File: config.mk
export PLATFORM = sky130hd
export DESIGN_NAME = stride_gather_unit
export DESIGN_NICKNAME = d
export VERILOG_FILES = /design/src/rtl/gather_pkg.sv /design/src/rtl/gather_stride_decode.sv /design/src/rtl/gather_lanes.sv /design/src/rtl/gather_rsp_stage.sv /design/src/rtl/stride_gather_unit.sv
export SDC_FILE = /design/constraint.sdc
export NUM_CORES = 1
export LEC_CHECK = 0
export ABC_AREA = 1
export BUFFER_PORTS_ARGS = -buffer_cell sky130_fd_sc_hd__buf_2
export CELL_PAD_IN_SITES_DETAIL_PLACEMENT = 0
export CELL_PAD_IN_SITES_GLOBAL_PLACEMENT = 1
export CORE_MARGIN = 10
export CORE_UTILIZATION = 27
export CTS_CLUSTER_SIZE = 10
export DETAILED_ROUTE_END_ITERATION = 6
export GPL_TIMING_DRIVEN = 0
export HOLD_SLACK_MARGIN = 0.12
export PLACE_DENSITY_LB_ADDON = 0.1
export SYNTH_ARGS = -nofsm -noshare
export SYNTH_HDL_FRONTEND = slang
export SYNTH_SLANG_ARGS = --single-unit
File: constraint.sdc
create_clock -name clk -period 1.1 [get_ports clk]
set_clock_uncertainty 0.15 [all_clocks]
set_input_delay 0.11 -clock clk [delete_from_list [all_inputs] [get_ports clk]]
set_output_delay 0.11 -clock clk [all_outputs]
set_load 0.01 [all_outputs]
File: src/rtl/gather_pkg.sv
package gather_pkg;

    localparam int GATHER_OP_W      = 128;
    localparam int GATHER_RES_W     = 64;
    localparam int GATHER_STRIDE_W  = 3;
    localparam int GATHER_MIN_STEP  = 2;
    localparam int GATHER_MAX_STEP  = 7;

    // Response stage: empty, or presenting a response.
    typedef enum logic {
        RSP_IDLE  = 1'b0,
        RSP_VALID = 1'b1
    } rsp_state_e;

endpackage

File: src/rtl/gather_stride_decode.sv
module gather_stride_decode #(
    parameter int STRIDE_W    = 3,
    parameter int MIN_STRIDE  = 2,
    parameter int NUM_STRIDES = 6
) (
    input  logic [STRIDE_W-1:0]    stride,
    output logic [NUM_STRIDES-1:0] sel_oh,
    output logic                   bad
);

    // One select line per legal stride; an illegal code lights none.
    for (genvar s = 0; s < NUM_STRIDES; s++) begin : g_sel
        assign sel_oh[s] = (stride == STRIDE_W'(MIN_STRIDE + s));
    end

    assign bad = ~|sel_oh;

endmodule

File: src/rtl/gather_lanes.sv
module gather_lanes #(
    parameter int OP_W        = 128,
    parameter int RES_W       = 64,
    parameter int MIN_STRIDE  = 2,
    parameter int NUM_STRIDES = 6
) (
    input  logic [OP_W-1:0]        operand,
    input  logic [NUM_STRIDES-1:0] sel_oh,
    output logic [RES_W-1:0]       gathered
);

    // Result slot k (counted from the MSB) takes big-endian operand
    // index k*N. Each slot is an AND-OR over the candidate bits of
    // all legal strides; an all-zero select gives a zero slot.
    for (genvar k = 0; k < RES_W; k++) begin : g_slot
        logic [NUM_STRIDES-1:0] cand;
        for (genvar s = 0; s < NUM_STRIDES; s++) begin : g_step
            localparam int SRC = k * (MIN_STRIDE + s);
            if (SRC < OP_W) begin : g_take
                assign cand[s] = operand[OP_W-1-SRC];
            end else begin : g_fill
                assign cand[s] = 1'b0;
            end
        end
        assign gathered[RES_W-1-k] = |(cand & sel_oh);
    end

    // Indices that no legal stride reaches stay unconnected.
    logic unused_operand_bits;
    assign unused_operand_bits = ^operand;

endmodule

File: src/rtl/gather_rsp_stage.sv
module gather_rsp_stage
    import gather_pkg::*;
#(
    parameter int RES_W = 64
) (
    input  logic             clk,
    input  logic             rst,
    input  logic             in_valid,
    input  logic [RES_W-1:0] in_result,
    input  logic             in_bad,
    output logic             out_valid,
    output logic [RES_W-1:0] out_result,
    output logic             out_bad
);

    rsp_state_e state_q;
    rsp_state_e state_nx;

    always_comb begin
        state_nx = state_q;
        unique case (state_q)
            RSP_IDLE:  state_nx = in_valid ? RSP_VALID : RSP_IDLE;
            RSP_VALID: state_nx = in_valid ? RSP_VALID : RSP_IDLE;
            default:   state_nx = RSP_IDLE;
        endcase
    end

    // State register
    always_ff @(posedge clk) begin
        if (rst) begin
            state_q <= RSP_IDLE;
        end else begin
            state_q <= state_nx;
        end
    end

    // Output register: loads only on a request, holds otherwise
    always_ff @(posedge clk) begin
        if (rst) begin
            out_result <= '0;
            out_bad    <= 1'b0;
        end else if (in_valid) begin
            out_result <= in_result;
            out_bad    <= in_bad;
        end
    end

    assign out_valid = (state_q == RSP_VALID);

endmodule

File: src/rtl/stride_gather_unit.sv
module stride_gather_unit
    import gather_pkg::*;
#(
    parameter int OP_W       = GATHER_OP_W,
    parameter int RES_W      = GATHER_RES_W,
    parameter int STRIDE_W   = GATHER_STRIDE_W,
    parameter int MIN_STRIDE = GATHER_MIN_STEP,
    parameter int MAX_STRIDE = GATHER_MAX_STEP
) (
    input  logic                clk,
    input  logic                rst,
    input  logic                req_valid,
    input  logic [OP_W-1:0]     req_operand,
    input  logic [STRIDE_W-1:0] req_stride,
    output logic                rsp_valid,
    output logic [RES_W-1:0]    rsp_result,
    output logic                rsp_bad_stride
);

    localparam int NUM_STRIDES = MAX_STRIDE - MIN_STRIDE + 1;

    logic [NUM_STRIDES-1:0] sel_oh;
    logic                   bad;
    logic [RES_W-1:0]       gathered;

    gather_stride_decode #(
        .STRIDE_W    (STRIDE_W),
        .MIN_STRIDE  (MIN_STRIDE),
        .NUM_STRIDES (NUM_STRIDES)
    ) u_decode (
        .stride (req_stride),
        .sel_oh (sel_oh),
        .bad    (bad)
    );

    gather_lanes #(
        .OP_W        (OP_W),
        .RES_W       (RES_W),
        .MIN_STRIDE  (MIN_STRIDE),
        .NUM_STRIDES (NUM_STRIDES)
    ) u_lanes (
        .operand  (req_operand),
        .sel_oh   (sel_oh),
        .gathered (gathered)
    );

    gather_rsp_stage #(
        .RES_W (RES_W)
    ) u_rsp (
        .clk        (clk),
        .rst        (rst),
        .in_valid   (req_valid),
        .in_result  (gathered),
        .in_bad     (bad),
        .out_valid  (rsp_valid),
        .out_result (rsp_result),
        .out_bad    (rsp_bad_stride)
    );

endmodule

==> impl_metrics.csv, run 1 <==
group,metric,value,unit
outcome,outcome,"finished with violations",
outcome,violations,"negative setup slack",
global_routing,grt_pass1_wl,34600,um
clock_tree,cts-htree-levels,3,
placed_design,place_hpwl,16700,um
critical_path,worstPathCellList,"clkbuf_4 > buf_6 > buf_4 > nand4_1 > nand2_1 > nor2_1 > a21oi_1",
pwr,swShare,0.295,
critical_path,path_class,"in2reg",
flow_run,maxCapViolations,0,
sta,timing.fmax,907,MHz
critical_path,cp_max_fo,10,
sta,slew_headroom,0.578,
global_routing,grt_util_all_layers,0.223,
pwr,combPwrFrac,0.233,
pwr,cellPowerDensity,1180,nW/um2
floorplan,rows,44,
yosys,synth_cell_types,16,
yosys,synth_top_family_by_area,"simple AND/OR/NAND/NOR gates",
route,drt-vias-per-instance,5.24,
sta,setup_slack,-2.66,ps
pwr,power_switching,2.32,mW
floorplan,die_height,141,um
critical_path,crit_path_max_incr_delay,220,ps
yosys,synth_fa_ha_area_frac,0,
clock_tree,cts_tree,"done",
pwr,ir_worst_vdd,0.856,mV
pwr,pwr-share-seq,0.331,
critical_path,worst-path-buf-inv,3,
floorplan,initial_core_util,0.273,
route,dr.pass1.iters,5,
route,ant_nets,0,
yosys,syn_avg_cell_area,6.11,um2
clock_tree,cts_root_buf,"clkbuf_16",
critical_path,critPathArrivalTime,1220,ps
placed_design,dp.cells,994,
sta,final-max-slew-violation-count,0,
critical_path,crit_required,1220,ps
pwr,pwr-share-clk,0.436,
floorplan,ios,200,
critical_path,cp_top_family,"buffers and inverters",
sta,post-route-min-period,1100,ps
cells_and_area,seqCellArea,1350,um2
clock_tree,cts_buffers,9,
critical_path,end_kind,"flip-flop",
cells_and_area,area_growth,69.0,%
placed_design,dp_slack,-727,ps
cells_and_area,multi_input_area,2320,um2
clock_tree,clk_pin_slew,60,ps
pwr,p_leak,3.32,nW
route,drc_errors,0,
global_routing,grt_max_degree,13,
global_routing,antenna_found_initial,0,
route,drtIter0Drc,454,
critical_path,startpoint_type,"input pin",
placed_design,place.port_buffers,167,
route,vias,5771,
cells_and_area,n_fill_cell,1552,
cells_and_area,final_common_cell,"buf_2",
clock_tree,clock-sinks,66,
yosys,synth_fp_nets,777,
yosys,postSynthCellCount,643,
floorplan,die_w,141,um
cells_and_area,final_cells,1101,
cells_and_area,drive_above_1_share,0.303,
yosys,synth_warnings,0,
yosys,ys_seq_area_frac,0.336,
clock_tree,cts_buffer_depth,2,
yosys,synth_mux_area_frac,0,
cells_and_area,fin_nets,1046,
clock_tree,clkLatencyLatePin,340,ps
yosys,synthesis.area,3930,um2
sta,fin_crit_sh,1.00,
route,wl_per_cell,20.8,um
sta,rsz0062_at_grt,"true",
yosys,synth_compound_area_frac,0.139,
cells_and_area,mostFrequentLayoutCells,"buf_2 (155), nand2_1 (139), dlygate4sd3_1 (92)",
sta,setup_viol,1,
sta,worstMarginPinSlew,633,ps
floorplan,dieArea,19800,um2
floorplan,core-area,14400,um2
placed_design,gp_routability_congestion,0.911,
sta,finalHoldViolCount,0,
route,wl,22900,um
yosys,synth_xor_area_frac,0,
yosys,synth-simple-area-share,0.427,
yosys,ys_seq_elements,66,
min_path,hp-class,"in2reg",
pwr,p_int,5.54,mW
cells_and_area,antenna_cells,0,
global_routing,overflow,0,
critical_path,cpMaxStageDelayCell,"nand4_1",
global_routing,grt_pass1_vias,5816,
[per-stage QoR]
step	hold WS [ps]	power [mW]	setup TNS, ps	util	cell area (um2)
2_1_floorplan	98.2	3.33	-28.7	-	3950
3_3_place_gp	213	4.07	-30790	0.348	5020
3_5_place_dp	216	4.07	-30630	0.348	5020
4_1_cts	83.6	7.83	-721	0.446	6430
5_1_grt	45.5	8.17	-40.9	0.461	6640
6_report	15.0	7.87	-2.66	0.461	6640
[cells in the mapped netlist]
cell type,instances,area share
clkbuf_1,24,0.023
nor2_1,89,0.085
o21ai_0,61,0.078
nand4_1,70,0.11
a21oi_1,47,0.060
nand3_1,70,0.089
buf_2,25,0.032
inv_2,2,0.0019
nor2_2,2,0.0032
clkinv_1,1,0.00095
o211ai_1,1,0.0019
buf_1,9,0.0086
inv_1,33,0.032
dfxtp_1,66,0.34
nor3_2,1,0.0025
nand2_1,142,0.14
[power groups by stage]
| stage | clock network (mW) | registers (mW) | logic [mW] |
|---|---|---|---|
| 2_1_floorplan | 0 | 2.70 | 0.631 |
| 3_3_place_gp | 0 | 2.64 | 1.43 |
| 3_5_place_dp | 0 | 2.64 | 1.43 |
| 4_1_cts | 3.50 | 2.59 | 1.73 |
| 5_1_grt | 3.57 | 2.62 | 1.98 |
| 6_report | 3.43 | 2.60 | 1.83 |
[kinds of logic after synthesis]
kind of cell / after synthesis
DFF: 66
and+or+nand+nor: 374
buffers and inverters: 94
AOI/OAI and AO/OA: 109
[final cells by class]
cell class | instances | area share
multi-input cells | 483 | 0.349
repair buffers | 258 | 0.284
flip-flops and latches | 66 | 0.203
plain buffers | 58 | 0.0573
well taps | 184 | 0.0347
clock buffers | 10 | 0.0345
inverters | 36 | 0.0207
clock inverters | 6 | 0.0171
[path summary, 6_finish.rpt]
path | start | to | slack (ps) | cells after the start
max | req_stride[2] | u_rsp.out_result[48] | -3 | 7
min reg2reg | u_rsp.out_result[63] | u_rsp.out_result[63] | 310 | 2
min | rst | u_rsp.out_result[22] | 20 | 4
max reg2reg | u_rsp.out_result[49] | u_rsp.out_result[49] | 250 | 2
[state kept, by name (all words and copies together), names as in the netlist]
name              cells
u_rsp.out_bad         1
u_rsp.out_result     64
u_rsp.out_valid       1
[repair_timing]
item | 4_1_cts | 5_1_grt
hold buffers | 100 | 3
buffers inserted | 0 | 2
gates resized for setup | 31 | 111
endpoints found under the setup margin | 53 | 82
hold endpoints to repair | 64 | 7
pin swaps | 0 | 20
[worst min-delay path, stage by stage]
cell      delay [ps]
clkbuf_2         200
nor2_1            70
nand2_1           50
inv_1             30
[metal layers]
| metal | share of wire | up-vias | wire length (um) | track usage |
|---|---|---|---|---|
| met5 | 0 | - | 0 | 0 |
| met4 | 0.021 | 0 | 487 | 0.0848 |
| met3 | 0.064 | 31 | 1460 | 0.0400 |
| met2 | 0.47 | 243 | 10700 | 0.359 |
| met1 | 0.45 | 2767 | 10300 | 0.289 |
| li1 | - | 2730 | - | - |
Note: power is estimated with default switching activity, not from simulation.
==> run 2, diff against run 1 <==
PLACE_DENSITY_LB_ADDON = 0.2   (was 0.1)
==> run 2 against run 1 <==
Against the previous run:
- the run ends with negative hold slack, negative setup slack left
- clock power decreased by 5%
- non-clock buffer count increased by 5
- maximum frequency decreased by 1.3%
- critical path depth decreased by 1
- power decreased by 2.1%
- first-iteration DRC count increased by 6.6%
- worst hold slack got worse by 17 ps
==> impl_metrics.csv, run 2 (synthesis gave the netlist of run 1 again) <==
group,metric,value,unit
outcome,outcome,"finished with violations",
outcome,violations,"negative hold slack, negative setup slack",
critical_path,crit_path_max_incr_delay,530,ps
global_routing,grt_pass1_vias,5878,
floorplan,ios,200,
pwr,ir_worst_vdd,0.663,mV
cells_and_area,area_growth,69.6,%
cells_and_area,mostFrequentLayoutCells,"buf_2 (158), nand2_1 (142), dlygate4sd3_1 (89)",
route,drt-vias-per-instance,5.21,
critical_path,critPathArrivalTime,1200,ps
floorplan,dieArea,19800,um2
pwr,pwr-share-clk,0.423,
floorplan,die_w,141,um
placed_design,place.port_buffers,167,
route,drtIter0Drc,484,
critical_path,r2r_slack,270,ps
clock_tree,cts_root_buf,"clkbuf_16",
clock_tree,cts_tree,"done",
route,wl,22500,um
placed_design,place_hpwl,16200,um
floorplan,rows,44,
floorplan,die_height,141,um
sta,rsz0062_at_grt,"true",
global_routing,grt_max_degree,14,
global_routing,grt_pass1_wl,34500,um
clock_tree,cts_buffer_depth,2,
critical_path,reg2reg_depth,4,
critical_path,r2r_start,"u_rsp.out_result[33]",
sta,fin_setup_tns,-16.9,ps
critical_path,worstPathCellList,"dlygate4sd3_1 > buf_2 > nand4_1 > nand2_1 > nor2_1 > a21oi_1",
critical_path,startpoint_type,"input pin",
cells_and_area,seqCellArea,1360,um2
cells_and_area,n_fill_cell,1493,
pwr,finalPower,7.70,mW
critical_path,cpMaxStageDelayCell,"dlygate4sd3_1",
cells_and_area,final_common_cell,"buf_2",
min_path,hp-class,"in2reg",
cells_and_area,largest_reg_flops,64,
critical_path,timing.rr.end,"u_rsp.out_result[33]",
critical_path,path_class,"in2reg",
flow_run,maxCapViolations,0,
sta,fin_crit_sh,1.02,
min_path,worstHoldStart,"rst",
sta,slew_headroom,0.568,
cells_and_area,antenna_cells,0,
cells_and_area,multi_input_area,2300,um2
route,dr.pass1.iters,5,
critical_path,crit_required,1190,ps
critical_path,cp-endpoint,"u_rsp.out_result[42]",
sta,post-route-min-period,1120,ps
clock_tree,clkLatencyLatePin,340,ps
route,drc_errors,0,
cells_and_area,largest_register,"u_rsp.out_result",
pwr,combPwrFrac,0.238,
floorplan,initial_core_util,0.273,
pwr,p_int,5.34,mW
placed_design,gp_routability_congestion,0.978,
sta,timing.fmax,895,MHz
min_path,whs_path_depth,4,
sta,finalHoldViolCount,2,
clock_tree,postCtsSetupBuffers,0,
sta,final-max-slew-violation-count,0,
cells_and_area,fin_nets,1051,
sta,worstMarginPinSlew,648,ps
global_routing,antenna_found_initial,0,
sta,setup_viol,1,
clock_tree,cts_buffers,9,
clock_tree,clock-sinks,66,
critical_path,end_kind,"flip-flop",
route,vias,5759,
placed_design,dpl-instance-area,5020,um2
pwr,pwr-share-seq,0.339,
global_routing,overflow,0,
route,ant_nets,0,
pwr,cellPowerDensity,1160,nW/um2
pwr,swShare,0.307,
pwr,power_switching,2.36,mW
clock_tree,cts-htree-levels,3,
cells_and_area,design_area,6670,um2
pwr,p_leak,3.36,nW
cells_and_area,drive_above_1_share,0.313,
sta,hold-worst-slack,-1.82,ps
sta,setup_slack,-16.9,ps
route,wl_per_cell,20.4,um
floorplan,core-area,14400,um2
critical_path,cp-startpoint,"req_operand[64]",
clock_tree,clk_pin_slew,70,ps
critical_path,cp_max_fo,2,
global_routing,grt_util_all_layers,0.221,
run 2: changes by cell type in the layout (fill, tap and decap cells not counted), sizes merged:
cell          previous run  this run
bufinv                   3         2
dlygate4sd3             92        89
clkbuf                  44        42
dlymetal6s4s            10        12
clkinv                   0         4
clkinvlp                 2         0
buf                    180       187
run 2: final cells by class:
type | instances | share of cell area
buffer | 58 | 0.0569
tap | 184 | 0.0345
timing repair buffer | 263 | 0.289
sequential | 66 | 0.204
multi-input combinational | 483 | 0.346
clock inverter | 7 | 0.0154
clock buffer | 9 | 0.0338
inverter | 36 | 0.0206
run 2: power by group through the flow:
stage,sequential (mW),clock [mW],combinational [mW]
final,2.61,3.26,1.83
after global routing,2.63,3.43,1.99
after CTS,2.60,3.32,1.73
after global placement,2.64,0,1.41
after detailed placement,2.64,0,1.42
after floorplan,2.70,0,0.631
run 2: how the worst min path moves through the flow:
stage	to	slack [ps]
3_5_place_dp	u_rsp.out_result[4]	220
3_3_place_gp	u_rsp.out_result[20]	210
6_report	u_rsp.out_result[30]	-2
4_1_cts	u_rsp.out_result[30]	70
2_1_floorplan	u_rsp.out_result[21]	100
5_1_grt	u_rsp.out_result[30]	7
run 2: what timing repair did:
action	4_1_cts	5_1_grt
gates resized for setup	30	134
pin swaps	0	14
cloned	0	1
endpoints found under the hold margin	64	7
setup endpoints to repair	50	88
hold buffers	103	1
run 2: per-stage QoR:
step	util	worst slack, ps	instances
floorplan	-	-17.3	643
global placement	0.348	-696	994
detailed placement	0.348	-700	994
finish	0.462	-16.9	1106
global route	0.462	-33.1	1106
CTS	0.447	-62.4	1113
run 2: layer usage:
layer | vias up | track usage | part of all wire
met5 | - | 0 | 0
met4 | 0 | 0.0886 | 0.029
met3 | 43 | 0.0470 | 0.067
met2 | 261 | 0.355 | 0.47
met1 | 2727 | 0.280 | 0.44
li1 | 2728 | - | -
run 2: critical path: cells and delay by family:
family / cells / cell delay, ps
AOI/OAI and AO/OA: 1 / 90
buffers and inverters: 2 / 670
and+or+nand+nor: 3 / 330
==> run 3, diff against run 2 <==
SKIP_LAST_GASP = 1   (was unset)
==> run 3 against run 2 <==
Against the previous run:
- the flow still finishes with violations (negative hold slack, negative setup slack)
- via count shrank 0.78%
- clock power about the same
- maximum frequency grew 0.26%
==> impl_metrics.csv, run 3 (synthesis gave the netlist of run 1 again) <==
group,metric,value,unit
global_routing,gr-max-usage-layer,"met2",
outcome,outcome,"finished with violations",
cells_and_area,n_fill_cell,1495,
global_routing,use_met2,0.355,
clock_tree,cts_tree,"done",
clock_tree,cts_buffers,9,
sta,finalHoldViolCount,2,
floorplan,dieArea,19800,um2
sta,rsz0062_at_grt,"true",
clock_tree,ctsHoldBuffers,103,
pwr,p_leak,3.33,nW
critical_path,cp_max_fo,2,
critical_path,r2r_slack,270,ps
cells_and_area,largest_reg_flops,64,
floorplan,rows,44,
floorplan,initial_core_util,0.273,
cells_and_area,mostFrequentLayoutCells,"buf_2 (155), nand2_1 (142), dlygate4sd3_1 (92)",
flow_run,maxCapViolations,0,
floorplan,die_w,141,um
sta,final-max-slew-violation-count,0,
critical_path,worstPathCellList,"dlygate4sd3_1 > buf_2 > nand4_1 > nand2_1 > nor2_1 > a21oi_1",
cells_and_area,drive_above_1_share,0.305,
floorplan,ios,200,
sta,fin_crit_sh,1.01,
route,dr.pass1.iters,5,
sta,setup_viol,3,
critical_path,cpMaxStageDelayCell,"dlygate4sd3_1",
sta,slew_headroom,0.580,
global_routing,grt_pass1_vias,5875,
route,drc_errors,0,
clock_tree,clkLatencyLatePin,350,ps
global_routing,grt_util_met3,0.0470,
route,vias,5714,
pwr,cellPowerDensity,1160,nW/um2
route,drt-vias-per-instance,5.18,
critical_path,path_class,"in2reg",
clock_tree,cts_root_buf,"clkbuf_16",
placed_design,gp_routability_congestion,0.978,
critical_path,startpoint_type,"input pin",
sta,post-route-min-period,1110,ps
global_routing,met1_usage,0.280,
outcome,violations,"negative hold slack, negative setup slack",
global_routing,grt_max_degree,14,
global_routing,antenna_found_initial,0,
floorplan,core-area,14400,um2
route,wl,22500,um
global_routing,grt_pass1_wl,34500,um
placed_design,dp_slack,-700,ps
critical_path,crit_required,1180,ps
cells_and_area,area_growth,68.5,%
sta,worstMarginPinSlew,630,ps
cells_and_area,antenna_cells,0,
clock_tree,postCtsSetupBuffers,0,
clock_tree,cts_buffer_depth,2,
cells_and_area,final_common_cell,"buf_2",
global_routing,grt_util_all_layers,0.221,
critical_path,critPathArrivalTime,1200,ps
min_path,hp-class,"in2reg",
route,wl_per_cell,20.4,um
cells_and_area,finish.utilization,0.459,
cells_and_area,fin_nets,1048,
global_routing,overflow,0,
clock_tree,cts-htree-levels,3,
sta,hold-worst-slack,-12.2,ps
clock_tree,clock-sinks,66,
sta,timing.fmax,898,MHz
cells_and_area,largest_register,"u_rsp.out_result",
critical_path,crit_path_max_incr_delay,530,ps
route,ant_nets,0,
sta,fin_setup_tns,-35.8,ps
route,drtIter0Drc,499,
clock_tree,clk_pin_slew,60,ps
critical_path,end_kind,"flip-flop",
pwr,ir_worst_vdd,0.666,mV
floorplan,die_height,141,um
sta,setup_slack,-14.0,ps
placed_design,place_hpwl,16200,um
placed_design,place.port_buffers,167,
-- run 3: changes by cell type in the layout (fill, tap and decap cells not counted), moves of 3 or more --
cell / previous run / this run
buf_6: 17 / 12
buf_2: 158 / 155
dlygate4sd3_1: 89 / 92
inv_1: 29 / 32
inv_2: 6 / 3
-- run 3: final timing paths --
kind,from,end,cells past startpoint
worst max-delay path,req_operand[64],u_rsp.out_result[42],6
worst min-delay path,rst,u_rsp.out_result[22],4
worst max register to register,u_rsp.out_result[24],u_rsp.out_result[24],4
worst min register to register,u_rsp.out_result[9],u_rsp.out_result[9],2
-- run 3: routing by layer --
| metal | wire [um] | up-vias |
|---|---|---|
| li1 | - | 2717 |
| met2 | 10500 | 235 |
| met5 | 0 | - |
| met3 | 1520 | 44 |
| met4 | 611 | 0 |
| met1 | 9870 | 2718 |
-- run 3: cell type report --
cell class,count,area (um2),area share
buffer,58,368,0.0555
clock buffer,9,225,0.0340
clock inverter,7,103,0.0155
inverter,36,138,0.0208
multi-input combinational,483,2300,0.347
sequential,66,1360,0.206
tap,184,230,0.0348
timing repair buffer,260,1900,0.287
-- run 3: worst max-delay path: cells and delay by family --
kind,cells,cell delay (ps)
AOI/OAI and AO/OA,1,90
and+or+nand+nor,3,330
buffers and inverters,2,670
-- run 3: power by group --
group          switching [mW]  internal [mW]
registers              0.0702           2.54
logic                    1.03          0.781
clock network            1.25           2.01
total                    2.36           5.33
-- run 3: what timing repair did --
action                                  4_1_cts  5_1_grt
gates resized for setup                      27      116
pin swaps                                     0       11
endpoints found under the setup margin       50       87
hold endpoints to repair                     64        6
-- run 3: metrics by stage --
step	hold WS [ps]	instances	area, um2	total power, mW
after floorplan	98.2	643	3950	3.33
after global placement	213	994	5020	4.05
after detailed placement	217	994	5020	4.06
after CTS	66.0	1113	6430	7.64
after global routing	7.17	1103	6620	8.03
final	-12.2	1103	6620	7.68
